$ cat src/rtl/ocu_pkg.sv
package ocu_pkg;
    localparam int BYTE_W = 8;
    localparam int REG_W  = 8;

    typedef enum logic {
        CH_IDLE = 1'b0,
        CH_HIT  = 1'b1
    } ch_state_e;
endpackage

$ cat src/rtl/ocu_cmp_slot.sv
module ocu_cmp_slot #(
    parameter int CNT_W = 16
) (
    input  logic                      clk,
    input  logic                      rst_n,
    input  logic                      wr_hi,
    input  logic                      wr_lo,
    input  logic [ocu_pkg::BYTE_W-1:0] wr_byte,
    input  logic [CNT_W-1:0]          cnt_val,
    input  logic                      cnt_step,
    output logic                      hit_o
);
    localparam int LO_W = ocu_pkg::BYTE_W;
    localparam int HI_W = CNT_W - LO_W;

    logic [CNT_W-1:0] cmp_q;

    always_ff @(posedge clk) begin
        if (!rst_n) begin
            cmp_q <= '1;
        end else begin
            if (wr_hi) cmp_q[CNT_W-1:LO_W] <= wr_byte[HI_W-1:0];
            if (wr_lo) cmp_q[LO_W-1:0]     <= wr_byte;
        end
    end

    // Exact equality, taken only on the step cycle; uses the value held
    // before any write in the same cycle.
    always_comb hit_o = cnt_step && (cnt_val == cmp_q);

    // a low-byte write lands in the register one cycle later
    a_r2_low_byte_load: assert property (@(posedge clk) disable iff (!rst_n)
        wr_lo |=> (cmp_q[LO_W-1:0] == $past(wr_byte)));
endmodule

$ cat src/rtl/ocu_flag_fsm.sv
module ocu_flag_fsm (
    input  logic clk,
    input  logic rst_n,
    input  logic set_i,
    input  logic clr_i,
    output logic flag_o
);
    import ocu_pkg::*;

    ch_state_e state_q, state_d;

    always_ff @(posedge clk) begin
        if (!rst_n) state_q <= CH_IDLE;
        else        state_q <= state_d;
    end

    always_comb begin
        state_d = state_q;
        unique case (state_q)
            CH_IDLE: if (set_i)           state_d = CH_HIT;
            CH_HIT:  if (clr_i && !set_i) state_d = CH_IDLE;
            default:                      state_d = CH_IDLE;
        endcase
    end

    always_comb flag_o = (state_q == CH_HIT);

    // a match always leaves the flag set, even with a clear
    a_r7_match_wins: assert property (@(posedge clk) disable iff (!rst_n)
        set_i |=> flag_o);
    // a clear without a match drops the flag
    a_r6_clear_drops: assert property (@(posedge clk) disable iff (!rst_n)
        (clr_i && !set_i) |=> !flag_o);
    // no flag appears without a match
    a_r5_no_spurious_set: assert property (@(posedge clk) disable iff (!rst_n)
        (!set_i && !flag_o) |=> !flag_o);
endmodule

$ cat src/rtl/ocu_compare_unit.sv
module ocu_compare_unit #(
    parameter int NUM_CH = 5,
    parameter int CNT_W  = 16,
    parameter int ADDR_W = 4
) (
    input  logic              clk,
    input  logic              rst_n,
    input  logic [CNT_W-1:0]  cnt_val,
    input  logic              cnt_step,
    input  logic              wr_en,
    input  logic [ADDR_W-1:0] wr_addr,
    input  logic [7:0]        wr_data,
    output logic [7:0]        flag_q,
    output logic [7:0]        mask_q,
    output logic [NUM_CH-1:0] irq_ch,
    output logic              irq_any
);
    localparam int TOP_BIT = ocu_pkg::REG_W - 1;
    localparam logic [ADDR_W-1:0] MASK_ADDR = ADDR_W'(2 * NUM_CH);
    localparam logic [ADDR_W-1:0] FLAG_ADDR = ADDR_W'(2 * NUM_CH + 1);

    logic [NUM_CH-1:0] hit;
    logic [NUM_CH-1:0] clr;
    logic [NUM_CH-1:0] ch_flag;
    logic [NUM_CH-1:0] ch_en_q;

    for (genvar i = 0; i < NUM_CH; i++) begin : g_ch
        logic wr_hi_w, wr_lo_w;
        assign wr_hi_w = wr_en && (wr_addr == ADDR_W'(2 * i));
        assign wr_lo_w = wr_en && (wr_addr == ADDR_W'(2 * i + 1));
        assign clr[i]  = wr_en && (wr_addr == FLAG_ADDR) && wr_data[TOP_BIT - i];

        ocu_cmp_slot #(.CNT_W(CNT_W)) u_slot (
            .clk      (clk),
            .rst_n    (rst_n),
            .wr_hi    (wr_hi_w),
            .wr_lo    (wr_lo_w),
            .wr_byte  (wr_data),
            .cnt_val  (cnt_val),
            .cnt_step (cnt_step),
            .hit_o    (hit[i])
        );

        ocu_flag_fsm u_flag (
            .clk    (clk),
            .rst_n  (rst_n),
            .set_i  (hit[i]),
            .clr_i  (clr[i]),
            .flag_o (ch_flag[i])
        );
    end

    always_ff @(posedge clk) begin
        if (!rst_n) begin
            ch_en_q <= '0;
        end else if (wr_en && (wr_addr == MASK_ADDR)) begin
            for (int i = 0; i < NUM_CH; i++) ch_en_q[i] <= wr_data[TOP_BIT - i];
        end
    end

    always_comb begin
        flag_q = '0;
        mask_q = '0;
        for (int i = 0; i < NUM_CH; i++) begin
            flag_q[TOP_BIT - i] = ch_flag[i];
            mask_q[TOP_BIT - i] = ch_en_q[i];
        end
        irq_ch  = ch_flag & ch_en_q;
        irq_any = |irq_ch;
    end

    // with every enable clear, no request leaves the block
    a_r8_masked_quiet: assert property (@(posedge clk) disable iff (!rst_n)
        (mask_q == 8'h00) |-> !irq_any);
endmodule

$ cat config.mk
export PLATFORM = sky130hd
export DESIGN_NAME = ocu_compare_unit
export DESIGN_NICKNAME = d
export VERILOG_FILES = /design/src/rtl/ocu_pkg.sv /design/src/rtl/ocu_cmp_slot.sv /design/src/rtl/ocu_flag_fsm.sv /design/src/rtl/ocu_compare_unit.sv
export SDC_FILE = /design/constraint.sdc
export NUM_CORES = 1
export LEC_CHECK = 0
export ABC_CLOCK_PERIOD_IN_PS = 1420
export BUFFER_PORTS_ARGS = -buffer_cell sky130_fd_sc_hd__buf_2
export CAP_MARGIN = 20
export CORE_MARGIN = 1.5
export CORE_UTILIZATION = 58
export DETAILED_ROUTE_END_ITERATION = 8
export PLACE_DENSITY = 0.92
export SLEW_MARGIN = 15
export SYNTH_ARGS = -nofsm -noshare
export SYNTH_HDL_FRONTEND = slang
export SYNTH_HIERARCHICAL = 1
export SYNTH_SLANG_ARGS = --single-unit
$ cat constraint.sdc
create_clock -name clk -period 1.42 [get_ports clk]
set_input_delay 0 -clock clk [delete_from_list [all_inputs] [get_ports clk]]
set_output_delay 0 -clock clk [all_outputs]
set_load 0.01 [all_outputs]
After elaboration in Yosys (flattened, before gate mapping)
Cells that the tools add are included.
{"block": "classes", "eq_ne": 16, "muxes": 15, "bitwise": 6, "n_reduce_logical": 34}
{"op": "equality test 16 bit", "count": 5}
{"op": "logical AND 1 bit", "count": 27}
{"op": "equality test 4 x 3 -> 1 bit, second input constant", "count": 4}
{"op": "equality test 4 bit, second input constant", "count": 4}
{"op": "2-to-1 mux 1 bit", "count": 10}
{"op": "case mux 1 bit (2 select lines)", "count": 5}
{"op": "equality test 4 x 2 -> 1 bit, second input constant", "count": 2}
{"op": "AND 5 bit", "count": 1}
{"op": "logical NOT 1 bit", "count": 5}
{"op": "inverter 1 bit", "count": 5}
{"op": "OR reduction 5 bit", "count": 1}
{"op": "equality test 4 x 1 -> 1 bit, second input constant", "count": 1}
{"op": "logical NOT 4 bit", "count": 1}
{"block": "totals", "reg_bits": 90, "in_bits": 32, "word_cells": 87}

Longest topological paths before layout
{"block": "depth", "word_depth": 6, "depth_mapped": 5}

Modules after synthesis
The synthesis kept the hierarchy.
{"module": "ocu_cmp_slot", "instances": 5, "cells_each": 74, "area_each_um2": 739.5}
{"module": "ocu_compare_unit", "instances": 1, "cells_each": 58, "area_each_um2": 410.4}
{"module": "ocu_flag_fsm", "instances": 5, "cells_each": 3, "area_each_um2": 41.3}

Least setup slack after synthesis
No wires, ideal clock.
{"block": "synth_timing", "path_kind": "input to register", "from": "input port wr_addr[2]", "to": "register g_ch[0].u_slot.cmp_q[10]", "setup_time_ps": 129, "arrival_time_ps": 1101, "setup_slack_ps": 190, "path_stages": 5, "cell_sequence": "or3b_2 -> nor3_1 -> buf_2 -> mux2i_1 -> nand2_1"}
{"block": "synth_between", "elab_chain_cells": 2}
{"item": "start: declaration", "line_no": "ocu_compare_unit.sv:11", "text": "input logic [ADDR_W-1:0] wr_addr,"}
{"item": "logical NOT 4 bit", "line_no": "ocu_compare_unit.sv:29", "text": "assign wr_hi_w = wr_en && (wr_addr == ADDR_W'(2 * i));"}
{"item": "logical AND 1 bit", "line_no": "ocu_compare_unit.sv:29"}
{"item": "via g_ch[0].wr_hi_w", "line_no": "ocu_compare_unit.sv:28", "text": "logic wr_hi_w, wr_lo_w;"}
{"item": "end signal: indexed assignment", "line_no": "ocu_cmp_slot.sv:22", "text": "if (wr_hi) cmp_q[CNT_W-1:LO_W] <= wr_byte[HI_W-1:0];"}
{"item": "end signal: indexed assignment", "line_no": "ocu_cmp_slot.sv:23", "text": "if (wr_lo) cmp_q[LO_W-1:0] <= wr_byte;"}
{"item": "end: declaration", "line_no": "ocu_cmp_slot.sv:16", "text": "logic [CNT_W-1:0] cmp_q;"}
The timed path passes the listed nets, and every way through them passes these cells.
A chain may end at the register's enable or synchronous reset.

Worst setup path in the final report
{"block": "layout_timing", "from": "register g_ch[3].u_flag.state_q", "to": "output port irq_any"}
{"block": "layout_between", "elab_chain_cells": 2}
{"item": "start: declaration", "line_no": "ocu_flag_fsm.sv:10", "text": "ch_state_e state_q, state_d;"}
{"item": "start signal: assignment", "line_no": "ocu_flag_fsm.sv:14", "text": "else state_q <= state_d;"}
{"item": "AND 5 bit", "line_no": "ocu_compare_unit.sv:68", "text": "irq_ch = ch_flag & ch_en_q;"}
{"item": "OR reduction 5 bit", "line_no": "ocu_compare_unit.sv:69", "text": "irq_any = |irq_ch;"}
{"item": "end: declaration", "line_no": "ocu_compare_unit.sv:16", "text": "output logic irq_any"}
Every way passes these cells.

==> load_flow_metrics.sql <==
INSERT INTO impl_metrics (metric_group, metric, value, unit) VALUES
('power_and_ir_drop', 'powerDensity', '928.6', 'nW/µm²'),
('setup_path', 'timing.critical_path.required', '1.42', 'ns'),
('global_route', 'grt_first_pass_wirelength', '15.74', 'mm'),
('clocking', 'worst_skew_pair.late_latency', '0.36', 'ns'),
('sta', 'timing.final.crit_share', '111.3', '%'),
('sta', 'drv_slew', '0', ''),
('clocking', 'clock_tree_from_tritoncts', 'done', ''),
('setup_path', 'crit_start', 'g_ch[3].u_flag/flag_o', ''),
('synthesis', 'synth_area_per_cell', '9.738', 'µm²'),
('final_layout', 'commonest_non_fill_non_tap_cells_in_the_layout', 'sky130_fd_sc_hd__nand2_1 (96), sky130_fd_sc_hd__mux2i_1 (85), sky130_fd_sc_hd__dfxtp_1 (84), sky130_fd_sc_hd__xnor2_1 (60), sky130_fd_sc_hd__buf_2 (47)', ''),
('place', 'dp_worst_setup_slack', '-0.1953', 'ns'),
('detailed_routing', 'route.top_layer_used', 'met4', ''),
('floorplanning', 'floorplan.initialDensity', '59.80', '%'),
('setup_path', 'worst_flop_to_flop_path_startpoint', 'g_ch[2].u_slot/cmp_q[12]', ''),
('sta', 'worst_slack', '-0.1598', 'ns'),
('place', 'dpl-instance-area', '4703', 'µm²'),
('synthesis', 'synth_seq_cells', '90', ''),
('place', 'port-buffer-count', '47', ''),
('final_layout', 'antennaDiodeCount', '0', ''),
('synthesis', 'synthCells', '443', ''),
('detailed_routing', 'routed-wl-met3', '599', 'µm'),
('detailed_routing', 'drt_drc', '0', ''),
('final_layout', 'num-nets-final', '530', ''),
('detailed_routing', 'drtAntennaViolNets', '0', ''),
('clocking', 'ctsLongestPathBuffers', '2', ''),
('outcome', 'failed_checks', 'setup timing', ''),
('detailed_routing', 'wirelength', '10.25', 'mm'),
('outcome', 'outcome', 'finished, violations left', ''),
('detailed_routing', 'drt_iter0_markers', '261', ''),
('floorplanning', 'floorplan.die_area', '7965', 'µm²'),
('setup_path', 'crit_type', 'register to output port', ''),
('clocking', 'worst_setup_hold_path_clk_slew', '0.08', 'ns'),
('detailed_routing', 'vias', '3258', ''),
('synthesis', 'yosys_warnings', '6', ''),
('synthesis', 'synthesis.area', '4314', 'µm²'),
('power_and_ir_drop', 'power.static_leakage', '1.754', 'nW'),
('final_layout', 'layout-area-overhead-vs-synth', '13.89', '%'),
('detailed_routing', 'dr_wl_met2', '5.029', 'mm'),
('global_route', 'grt-ovfl-total', '0', ''),
('setup_path', 'critical_path.endpoint', 'irq_any', ''),
('floorplanning', 'core_area', '7214', 'µm²'),
('floorplanning', 'die_h', '89.25', 'µm'),
('sta', 'hold_viol_final', '0', ''),
('detailed_routing', 'vias_per_cell', '5.430', ''),
('floorplanning', 'horizontal_die_dimension', '89.25', 'µm'),
('sta', 'timing.clock.skew', '0.009173', 'ns'),
('place', 'detailedPlacementHpwl', '7.225', 'mm'),
('detailed_routing', 'dr_wl_cell', '17.08', 'µm'),
('setup_path', 'cp.arrival', '1.58', 'ns'),
('sta', 'rsz0062_at_grt', 'true', ''),
('final_layout', 'final_common_cell', 'sky130_fd_sc_hd__nand2_1', ''),
('global_route', 'antenna_found_initial', '0', ''),
('floorplanning', 'placement_rows', '31', ''),
('sta', 'setup_violating_endpoint_count_in_the_final_report', '2', ''),
('setup_path', 'worstSetupStartpointType', 'register', ''),
('power_and_ir_drop', 'ir_worst_vdd', '0.0005415', 'V'),
('job', 'timing.max_cap.violations', '0', ''),
('hold_path', 'timing.hold.worst.class', 'input pin to register', ''),
('clocking', 'post_cts_hold_buffer_count', '0', ''),
('global_route', 'grt_max_degree', '96', ''),
('setup_path', 'worst_r2r_endpoint', 'g_ch[2].u_flag/flag_o', ''),
('place', 'gp_routability_congestion', '0.8989', ''),
('synthesis', 'netlist-cell-type-count', '25', ''),
('clocking', 'cts.root.buffer_cell', 'sky130_fd_sc_hd__clkbuf_8', ''),
('setup_path', 'rrSetupSlack', '-0.05', 'ns'),
('setup_path', 'timing.critical_path.fanout_max', '2', ''),
('clocking', 'htree_levels', '3', ''),
('sta', 'holdWs', '0.007827', 'ns'),
('power_and_ir_drop', 'totalPowerFinal', '4.563', 'mW'),
('final_layout', 'fill_cells', '544', ''),
('setup_path', 'ff2ff_path_depth', '5', '');
[worst min-delay path by stage]
stage,depth (start not counted),endpoint,from
floorplan,1,g_ch[0].u_flag/flag_o,rst_n
global placement,3,ch_en_q[4],wr_data[3]
detailed placement,3,ch_en_q[4],wr_data[3]
CTS,3,ch_en_q[4],wr_data[3]
global route,3,ch_en_q[4],wr_data[3]
finish,3,ch_en_q[4],wr_data[3]
[state kept, by name, indices dropped and copies added (netlist names)]
register,cells
g_ch.u_slot/cmp_q,80
ch_en_q,5
g_ch.u_flag/flag_o,5
[report_power, final]
group | switching (mW) | internal (mW)
Clock | 0.846 | 0.659
Combinational | 0.292 | 0.190
Sequential | 0.0230 | 2.55
[stage by stage]
step / util, % / TNS [ns] / instances
2_1_floorplan: - / 0 / 448
3_3_place_gp: 65.19 / -0.2049 / 585
3_5_place_dp: 65.19 / -0.6332 / 585
4_1_cts: 67.98 / -0.2337 / 600
5_1_grt: 68.11 / -0.3839 / 600
6_report: 68.11 / -0.2066 / 600
[logic make-up after synthesis]
family | count (synthesis) | share of synthesized area (%)
compound gates | 5 | 0.8702
xor+xnor | 80 | 16.24
buf+inv | 27 | 3.161
flops | 90 | 41.76
mux | 85 | 19.72
other cells | 1 | 0.08692
simple gates | 155 | 18.16
[worst max-delay path, cell delays in order, from the launching register on]
cell                      delay, ns
sky130_fd_sc_hd__dfxtp_2       0.33
sky130_fd_sc_hd__and2_4        0.14
sky130_fd_sc_hd__or2_1         0.22
sky130_fd_sc_hd__or4_1         0.39
sky130_fd_sc_hd__buf_2         0.15
[layout make-up]
class | instances | area [µm²] | share of cell area, %
multi-input cells | 331 | 2431 | 49.48
flip-flops and latches | 90 | 1809 | 36.82
repair buffers | 66 | 390.4 | 7.945
clock buffers | 11 | 141.4 | 2.878
well taps | 99 | 123.9 | 2.521
clock inverters | 3 | 17.52 | 0.3565
[synthesized netlist by cell type]
library cell,number,area (µm²)
sky130_fd_sc_hd__nor4_1,5,31.28
sky130_fd_sc_hd__dfxtp_1,90,1802
sky130_fd_sc_hd__or4_1,1,7.510
sky130_fd_sc_hd__nor4_2,5,62.56
sky130_fd_sc_hd__and2_4,1,8.760
sky130_fd_sc_hd__nor2_1,8,30.03
sky130_fd_sc_hd__nand3b_1,2,15.01
sky130_fd_sc_hd__buf_4,6,45.04
sky130_fd_sc_hd__nor3_1,3,15.01
sky130_fd_sc_hd__and2_1,9,56.30
sky130_fd_sc_hd__nand4_1,15,93.84
sky130_fd_sc_hd__or2_1,1,6.260
sky130_fd_sc_hd__conb_1,1,3.750
sky130_fd_sc_hd__xor2_1,20,175.2
sky130_fd_sc_hd__o21a_1,5,37.54
sky130_fd_sc_hd__buf_1,1,3.750
sky130_fd_sc_hd__nor2_2,1,6.260
sky130_fd_sc_hd__or3b_2,1,8.760
sky130_fd_sc_hd__nor2b_4,5,68.82
sky130_fd_sc_hd__xnor2_1,60,525.5
sky130_fd_sc_hd__clkbuf_1,10,37.54
sky130_fd_sc_hd__nand2_1,96,360.4
sky130_fd_sc_hd__mux2i_1,85,850.8
sky130_fd_sc_hd__nand2b_1,2,12.51
sky130_fd_sc_hd__buf_2,10,50.05
[per-layer routing]
layer / GRT usage (%) / up-vias
met5: 0 / -
met4: 13.15 / 0
met3: 4.524 / 21
met2: 45.25 / 102
met1: 33.33 / 1569
li1: - / 1566
[timing repair]
action / in CTS / in global routing
pin swaps: 8 / 8
hold endpoints to repair: 0 / 0
endpoints found under the setup margin: 6 / 6
resized for setup: 6 / 6
setup buffers: 1 / 0
Power figures use the tool's default switching activity.
